===== src/rtl/sdram_mon_pkg.sv =====
package sdram_mon_pkg;
  typedef enum logic [2:0] {
    CMD_NOP   = 3'd0,
    CMD_READ  = 3'd1,
    CMD_WRITE = 3'd2,
    CMD_ACT   = 3'd3,
    CMD_PRE   = 3'd4,
    CMD_REF   = 3'd5,
    CMD_MRS   = 3'd6,
    CMD_DESEL = 3'd7
  } cmd_e;

  typedef enum logic [2:0] {
    BK_IDLE   = 3'd0,
    BK_OPEN   = 3'd1,
    BK_RD     = 3'd2,
    BK_WR     = 3'd3,
    BK_PRECHG = 3'd4
  } bank_st_e;

  localparam int QUAL_BIT = 10;
endpackage


===== src/rtl/sdram_cmd_decode.sv =====
module sdram_cmd_decode
  import sdram_mon_pkg::*;
(
  input  logic cs_n,
  input  logic ras_n,
  input  logic cas_n,
  input  logic we_n,
  output cmd_e cmd
);
  always_comb begin
    if (cs_n) begin
      cmd = CMD_DESEL;
    end else begin
      unique case ({ras_n, cas_n, we_n})
        3'b101:  cmd = CMD_READ;
        3'b100:  cmd = CMD_WRITE;
        3'b011:  cmd = CMD_ACT;
        3'b010:  cmd = CMD_PRE;
        3'b001:  cmd = CMD_REF;
        3'b000:  cmd = CMD_MRS;
        default: cmd = CMD_NOP;   // 111 and 110
      endcase
    end
  end
endmodule


===== src/rtl/sdram_bank_tracker.sv =====
module sdram_bank_tracker
  import sdram_mon_pkg::*;
#(
  parameter int CNT_W   = 3,
  parameter int TRP_CYC = 3
) (
  input  logic             clk,
  input  logic             rst_n,
  input  logic             tick,
  input  logic             go,
  input  cmd_e             cmd,
  input  logic             ap_in,
  input  logic [CNT_W-1:0] bl_m1,
  output bank_st_e         state,
  output logic             rw_bad,
  output logic             act_bad
);
  localparam logic [CNT_W-1:0] TRP_LOAD = CNT_W'(TRP_CYC - 1);

  logic [CNT_W-1:0] cnt;
  logic             ap_q;

  assign rw_bad  = (state == BK_IDLE) || (state == BK_PRECHG) ||
                   (((state == BK_RD) || (state == BK_WR)) && ap_q);
  assign act_bad = (state != BK_IDLE);

  always_ff @(posedge clk) begin
    if (!rst_n) begin
      state <= BK_IDLE;
      cnt   <= '0;
      ap_q  <= 1'b0;
    end else if (tick) begin
      if (go && (cmd == CMD_ACT)) begin
        state <= BK_OPEN;
      end else if (go && ((cmd == CMD_READ) || (cmd == CMD_WRITE))) begin
        state <= (cmd == CMD_READ) ? BK_RD : BK_WR;
        cnt   <= bl_m1;
        ap_q  <= ap_in;
      end else if (go && (cmd == CMD_PRE) &&
                   (state != BK_IDLE) && (state != BK_PRECHG)) begin
        state <= BK_PRECHG;
        cnt   <= TRP_LOAD;
        ap_q  <= 1'b0;
      end else begin
        unique case (state)
          BK_RD, BK_WR: begin
            if (cnt == '0) begin
              if (ap_q) begin
                state <= BK_PRECHG;
                cnt   <= TRP_LOAD;
                ap_q  <= 1'b0;
              end else begin
                state <= BK_OPEN;
              end
            end else begin
              cnt <= cnt - 1'b1;
            end
          end
          BK_PRECHG: begin
            if (cnt == '0) state <= BK_IDLE;
            else           cnt   <= cnt - 1'b1;
          end
          default: ;
        endcase
      end
    end
  end

  a_r6_act_opens_bank: assert property (@(posedge clk) disable iff (!rst_n)
    (tick && go && (cmd == CMD_ACT)) |=> (state == BK_OPEN));

  a_r8_pre_on_idle_noop: assert property (@(posedge clk) disable iff (!rst_n)
    (tick && go && (cmd == CMD_PRE) && (state == BK_IDLE)) |=> (state == BK_IDLE));

  a_r10_prechg_expires: assert property (@(posedge clk) disable iff (!rst_n)
    (tick && !go && (state == BK_PRECHG) && (cnt == '0)) |=> (state == BK_IDLE));

  a_r11_suspend_holds: assert property (@(posedge clk) disable iff (!rst_n)
    (!tick) |=> $stable(state));
endmodule


===== src/rtl/sdram_cmd_monitor.sv =====
module sdram_cmd_monitor
  import sdram_mon_pkg::*;
#(
  parameter int ROW_W   = 13,
  parameter int COL_W   = 9,
  parameter int TRP_CYC = 3
) (
  input  logic             clk,
  input  logic             rst_n,
  input  logic             cke,
  input  logic             cs_n,
  input  logic             ras_n,
  input  logic             cas_n,
  input  logic             we_n,
  input  logic [1:0]       ba,
  input  logic [ROW_W-1:0] addr,
  input  logic [1:0]       bl_sel,
  output logic             res_valid,
  output logic [2:0]       res_cmd,
  output logic [1:0]       res_bank,
  output logic [ROW_W-1:0] res_addr,
  output logic             res_auto_pre,
  output logic             res_all_banks,
  output logic             res_illegal
);
  localparam int NUM_BANKS = 4;
  localparam int BANK_W    = 2;
  localparam int MAX_CNT   = (TRP_CYC > 8) ? TRP_CYC : 8;
  localparam int CNT_W     = $clog2(MAX_CNT);

  cmd_e              cmd;
  logic              cke_q;
  logic              accept;
  logic              legal;
  logic              bad;
  logic              all_idle;
  logic [BANK_W-1:0] tgt;
  logic [CNT_W-1:0]  bl_m1;
  logic [ROW_W-1:0]  addr_sel;
  logic [NUM_BANKS-1:0] rw_bad, act_bad, idle_v, bank_go;

  sdram_cmd_decode u_dec (
    .cs_n (cs_n),
    .ras_n(ras_n),
    .cas_n(cas_n),
    .we_n (we_n),
    .cmd  (cmd)
  );

  always_ff @(posedge clk) begin
    if (!rst_n) cke_q <= 1'b0;
    else        cke_q <= cke;
  end

  assign accept = cke_q && (cmd != CMD_DESEL);
  assign tgt    = {ba[0], ba[1]};
  assign bl_m1  = CNT_W'((1 << bl_sel) - 1);

  always_comb begin
    unique case (cmd)
      CMD_READ, CMD_WRITE: bad = rw_bad[tgt];
      CMD_ACT:             bad = act_bad[tgt];
      CMD_REF, CMD_MRS:    bad = !all_idle;
      default:             bad = 1'b0;
    endcase
  end

  assign legal    = accept && !bad;
  assign all_idle = &idle_v;

  for (genvar g = 0; g < NUM_BANKS; g++) begin : g_bank
    bank_st_e st;
    assign bank_go[g] = legal &&
      (((cmd == CMD_PRE) && addr[QUAL_BIT]) ||
       (((cmd == CMD_READ) || (cmd == CMD_WRITE) ||
         (cmd == CMD_ACT) || (cmd == CMD_PRE)) && (tgt == BANK_W'(g))));
    assign idle_v[g] = (st == BK_IDLE);

    sdram_bank_tracker #(
      .CNT_W  (CNT_W),
      .TRP_CYC(TRP_CYC)
    ) u_trk (
      .clk    (clk),
      .rst_n  (rst_n),
      .tick   (cke_q),
      .go     (bank_go[g]),
      .cmd    (cmd),
      .ap_in  (addr[QUAL_BIT]),
      .bl_m1  (bl_m1),
      .state  (st),
      .rw_bad (rw_bad[g]),
      .act_bad(act_bad[g])
    );
  end

  always_comb begin
    unique case (cmd)
      CMD_READ, CMD_WRITE: addr_sel = ROW_W'(addr[COL_W-1:0]);
      default:             addr_sel = addr;
    endcase
  end

  always_ff @(posedge clk) begin
    if (!rst_n) begin
      res_valid     <= 1'b0;
      res_cmd       <= '0;
      res_bank      <= '0;
      res_addr      <= '0;
      res_auto_pre  <= 1'b0;
      res_all_banks <= 1'b0;
      res_illegal   <= 1'b0;
    end else begin
      res_valid <= accept;
      if (accept) begin
        res_cmd       <= cmd;
        res_bank      <= tgt;
        res_addr      <= addr_sel;
        res_auto_pre  <= addr[QUAL_BIT] && ((cmd == CMD_READ) || (cmd == CMD_WRITE));
        res_all_banks <= addr[QUAL_BIT] && (cmd == CMD_PRE);
        res_illegal   <= bad;
      end else begin
        res_illegal   <= 1'b0;
      end
    end
  end

  a_r1_deselect_silent: assert property (@(posedge clk) disable iff (!rst_n)
    cs_n |=> !res_valid);

  a_r11_suspended_edge_silent: assert property (@(posedge clk) disable iff (!rst_n)
    !cke |=> ##1 !res_valid);

  a_r7_refresh_needs_idle: assert property (@(posedge clk) disable iff (!rst_n)
    (accept && ((cmd == CMD_REF) || (cmd == CMD_MRS)) && !all_idle)
      |=> (res_valid && res_illegal));
endmodule


===== config.mk =====
export PLATFORM = sky130hd
export DESIGN_NAME = sdram_cmd_monitor
export DESIGN_NICKNAME = d
export VERILOG_FILES = /design/src/rtl/sdram_mon_pkg.sv /design/src/rtl/sdram_cmd_decode.sv /design/src/rtl/sdram_bank_tracker.sv /design/src/rtl/sdram_cmd_monitor.sv
export SDC_FILE = /design/constraint.sdc
export NUM_CORES = 1
export LEC_CHECK = 0
export BUFFER_PORTS_ARGS = -buffer_cell sky130_fd_sc_hd__buf_2
export CAP_MARGIN = 20
export CORE_UTILIZATION = 62
export DETAILED_ROUTE_END_ITERATION = 12
export PLACE_DENSITY = 0.82
export SKIP_LAST_GASP = 1
export SYNTH_ARGS = -nofsm -noshare
export SYNTH_HDL_FRONTEND = slang
export SYNTH_SLANG_ARGS = --single-unit

===== constraint.sdc =====
create_clock -name clk -period 3.7 [get_ports clk]
set_input_delay 1.11 -clock clk [delete_from_list [all_inputs] [get_ports clk]]
set_output_delay 1.11 -clock clk [all_outputs]
set_load 0.01 [all_outputs]

==> impl_metrics.py <==
metrics = {
    "logic_synthesis": {
        "synthTopCellsByArea": "dfxtp_1 31%, nand2_1 6.8%, a21oi_1 5.0%",
        "synth_top_family_by_area": "compound AO/OA/AOI/OAI gates",
        "syn_inst": 414,
        "syn_avg_cell_area_um2": 7.97,
        "synth.net_count": 446,
        "synth_compound_area_share_pct": 32.0,
        "synthMuxAreaShare_pct": 0.607,
        "synth_cell_types": 77,
        "synth_fa_ha_area_share_pct": 3.03,
        "synth_top_cell_area_share_pct": 30.9,
        "yosysSeqAreaShare_pct": 30.9,
        "yosys_warnings": 0,
        "netlist_area_mm2": 0.00330,
        "synth-simple-area-share_pct": 27.3,
        "synthArstFlopShare_pct": 0,
        "synth_edf_count": 0,
        "synth_xor_area_share_pct": 0.265,
        "synthFlopType": "dfxtp_1",
        "ys_seq_elements": 51,
        "yosysTopAreaCell": "dfxtp_1",
    },
    "pwr": {
        "powerDensity_mw_per_mm2": 302,
        "p_int_mw": 0.822,
        "comb_power_share_pct": 11.7,
        "p_sw_share_pct": 25.9,
        "power.leakage_nw": 1.36,
        "switchingPower_mw": 0.288,
        "max-vdd-ir-drop_mv": 0.250,
        "power.share.sequential_pct": 50.5,
        "total_power_mw": 1.11,
        "power.clock.fraction_pct": 37.8,
    },
    "final_layout": {
        "fin_nets": 482,
        "design_area_mm2": 0.00367,
        "area_growth_pct": 11.3,
        "antenna_cells": 0,
        "nFillCells": 422,
        "regArea_mm2": 0.00102,
        "final_layout_size_suffix_gt1_share_pct": 21.1,
        "multi_input_area_mm2": 0.00209,
        "final_cell_count_no_fill": 521,
        "post-route-util_pct": 71.9,
    },
    "clock_network": {
        "root_buffer": "clkbuf_8",
        "clk_pin_slew_ps": 90,
        "tritoncts": "yes",
        "numCtsBuffers": 5,
        "clk_latency_ps": 310,
        "cts_setup_buffers": 0,
        "htreeDepth": 2,
        "clock_path_buffers": 2,
        "cts_sinks": 51,
        "hold_buffers": 0,
        "cts_resized": 0,
    },
    "hold_path": {
        "hold_class": "register to register",
    },
    "critical_path": {
        "cp.required_ps": 3930,
        "startpoint_type": "input pin",
        "cp_max_fo": 20,
        "crit_path_end_kind": "register",
        "cp.arrival_ps": 3300,
        "path_class": "input pin to register",
    },
    "routing": {
        "wl_per_cell_um": 16.7,
        "routed_via_density": 6.38,
        "drt_iter0_markers": 315,
        "vias": 3322,
        "drc_errors": 0,
        "postRouteAntennaNets": 0,
        "drt_pre_antenna_iters": 4,
        "routed_wl_um": 8720,
    },
    "die": {
        "core_mm2": 0.00511,
        "die_y_um": 75.0,
        "ios": 46,
        "floorplan.initialDensity_pct": 64.6,
        "dieArea_mm2": 0.00562,
        "row_count": 26,
        "die_w_um": 75.0,
    },
    "placement": {
        "hpwlAfterDp_um": 6250,
        "numPortBuffers": 45,
        "gp_congestion": 0.946,
        "dp_cells": 513,
        "placed_area_mm2": 0.00355,
    },
    "run_status": {
        "status": "completed",
    },
    "timing": {
        "max_freq_ghz": 0.326,
        "finalSetupViolations": 0,
        "period_share_pct": 83.0,
        "worst_pin_slew_ps": 1040,
        "rsz0062_at_grt": "false",
        "relSlewSlack_pct": 30.8,
        "fin_tns_setup_ps": 0,
        "skew_ps": 5.79,
        "hold_violations": 0,
        "finalCriticalPeriod_ps": 3070,
        "report.final.slew_viol_count": 0,
    },
    "global_routing": {
        "grt.total_usage_pct": 31.2,
        "overflow": 0,
        "grt_max_degree": 25,
        "grt_antenna_before_repair": 0,
        "grt_pass1_wl_um": 13400,
        "grt_pass1_vias": 2818,
    },
    "run": {
        "drv_cap": 0,
    },
}
-- metrics by stage --
step,hold WS (ps),setup WS [ps]
floorplan,447,860
global placement,437,435
detailed placement,445,377
CTS,458,699
global route,477,544
finish,455,631
-- placed cells by master (no fill, tap or decap), types with 3 or more instances in the layout --
| cell | count |
|---|---|
| o21ai_1 | 7 |
| nand2b_1 | 8 |
| a32o_1 | 4 |
| buf_2 | 45 |
| a21boi_0 | 3 |
| nand3b_1 | 8 |
| nor2_1 | 24 |
| or3b_2 | 3 |
| nor3b_1 | 5 |
| a22oi_1 | 5 |
| a31o_1 | 4 |
| o22ai_1 | 15 |
| o211ai_1 | 4 |
| o31a_1 | 3 |
| o211a_1 | 3 |
| ha_1 | 8 |
| and2_1 | 9 |
| o221a_2 | 3 |
| dfxtp_1 | 51 |
| nor3_1 | 6 |
| o21ai_0 | 13 |
| o221ai_1 | 3 |
| clkbuf_8 | 6 |
| o31ai_1 | 3 |
| a21oi_1 | 33 |
| nor4_1 | 3 |
| buf_4 | 9 |
| o22a_1 | 3 |
| inv_1 | 17 |
| a211oi_1 | 4 |
| o21ai_4 | 3 |
| nor2b_1 | 6 |
| nand2_1 | 60 |
| nand3_1 | 15 |
-- worst paths after layout --
kind / cells past startpoint / start / endpoint / slack (ps)
max: 7 / ba[0] / g_bank[1].u_trk.state[0]$_SDFFE_PN0P_ / 630
min: 2 / res_addr[5]$_SDFFE_PN0N_ / res_addr[5]$_SDFFE_PN0N_ / 450
max reg2reg: 6 / g_bank[0].u_trk.state[1]$_SDFFE_PN0P_ / g_bank[1].u_trk.state[0]$_SDFFE_PN0P_ / 1170
min reg2reg: 2 / res_addr[5]$_SDFFE_PN0N_ / res_addr[5]$_SDFFE_PN0N_ / 450
-- final cells by class --
type | count | share of cell area (%)
clock buffers | 6 | 2.25
flip-flops and latches | 51 | 27.8
inverters | 17 | 1.74
multi-input cells | 321 | 56.8
clock inverters | 2 | 1.06
repair buffers | 54 | 7.97
well taps | 70 | 2.38
-- logic make-up after synthesis --
group | count (synthesis)
and+or+nand+nor | 168
AOI/OAI and AO/OA | 142
DFF | 51
buffers and inverters | 42
adders and majority gates | 8
muxes | 2
xor gates and xnor gates | 1
-- worst max-delay path, cell delays in order --
cell and delay, ps:
buf_2 170, nand2b_2 230, a21oi_1 270, o41a_1 900, o31a_1 350, a211oi_2 70, a211oi_2 190
-- power by group through the flow --
stage                     Sequential (mW)  Combinational (mW)  Clock [mW]
final                               0.560               0.130       0.420
after CTS                           0.560               0.127       0.425
after detailed placement            0.573               0.126           0
after global placement              0.573               0.125           0
after floorplan                     0.577              0.0793           0
after global routing                0.562               0.140       0.440
-- synth_stat cells, drive strengths merged, types with 5 or more instances --
cell and instances:
nor2b 6, o31ai 5, and2 11, nand3b 8, a21oi 34, nor3 6, inv 17, a31o 5
o21ai 24, o211ai 5, nand2 61, a22oi 5, buf 12, nand3 16, o221a 5, nand2b 9
clkbuf 13, nor2 26, nor3b 6, o22ai 16, a211oi 6, dfxtp 51, ha 8
-- state kept, by name, indices dropped and copies added (netlist names) --
name / cells
res_bank: 2
res_cmd: 3
res_addr: 13
g_bank.u_trk.ap_q: 4
res_valid: 1
res_illegal: 1
res_all_banks: 1
cke_q: 1
res_auto_pre: 1
g_bank.u_trk.state: 12
g_bank.u_trk.cnt: 12
-- metal layers --
layer	part of all wire (%)	GRT usage (%)
met2	47	51.4
met3	7.8	6.29
met4	1.8	10.1
met5	0	0
met1	43	41.2
(Power assumes the default switching activity.)
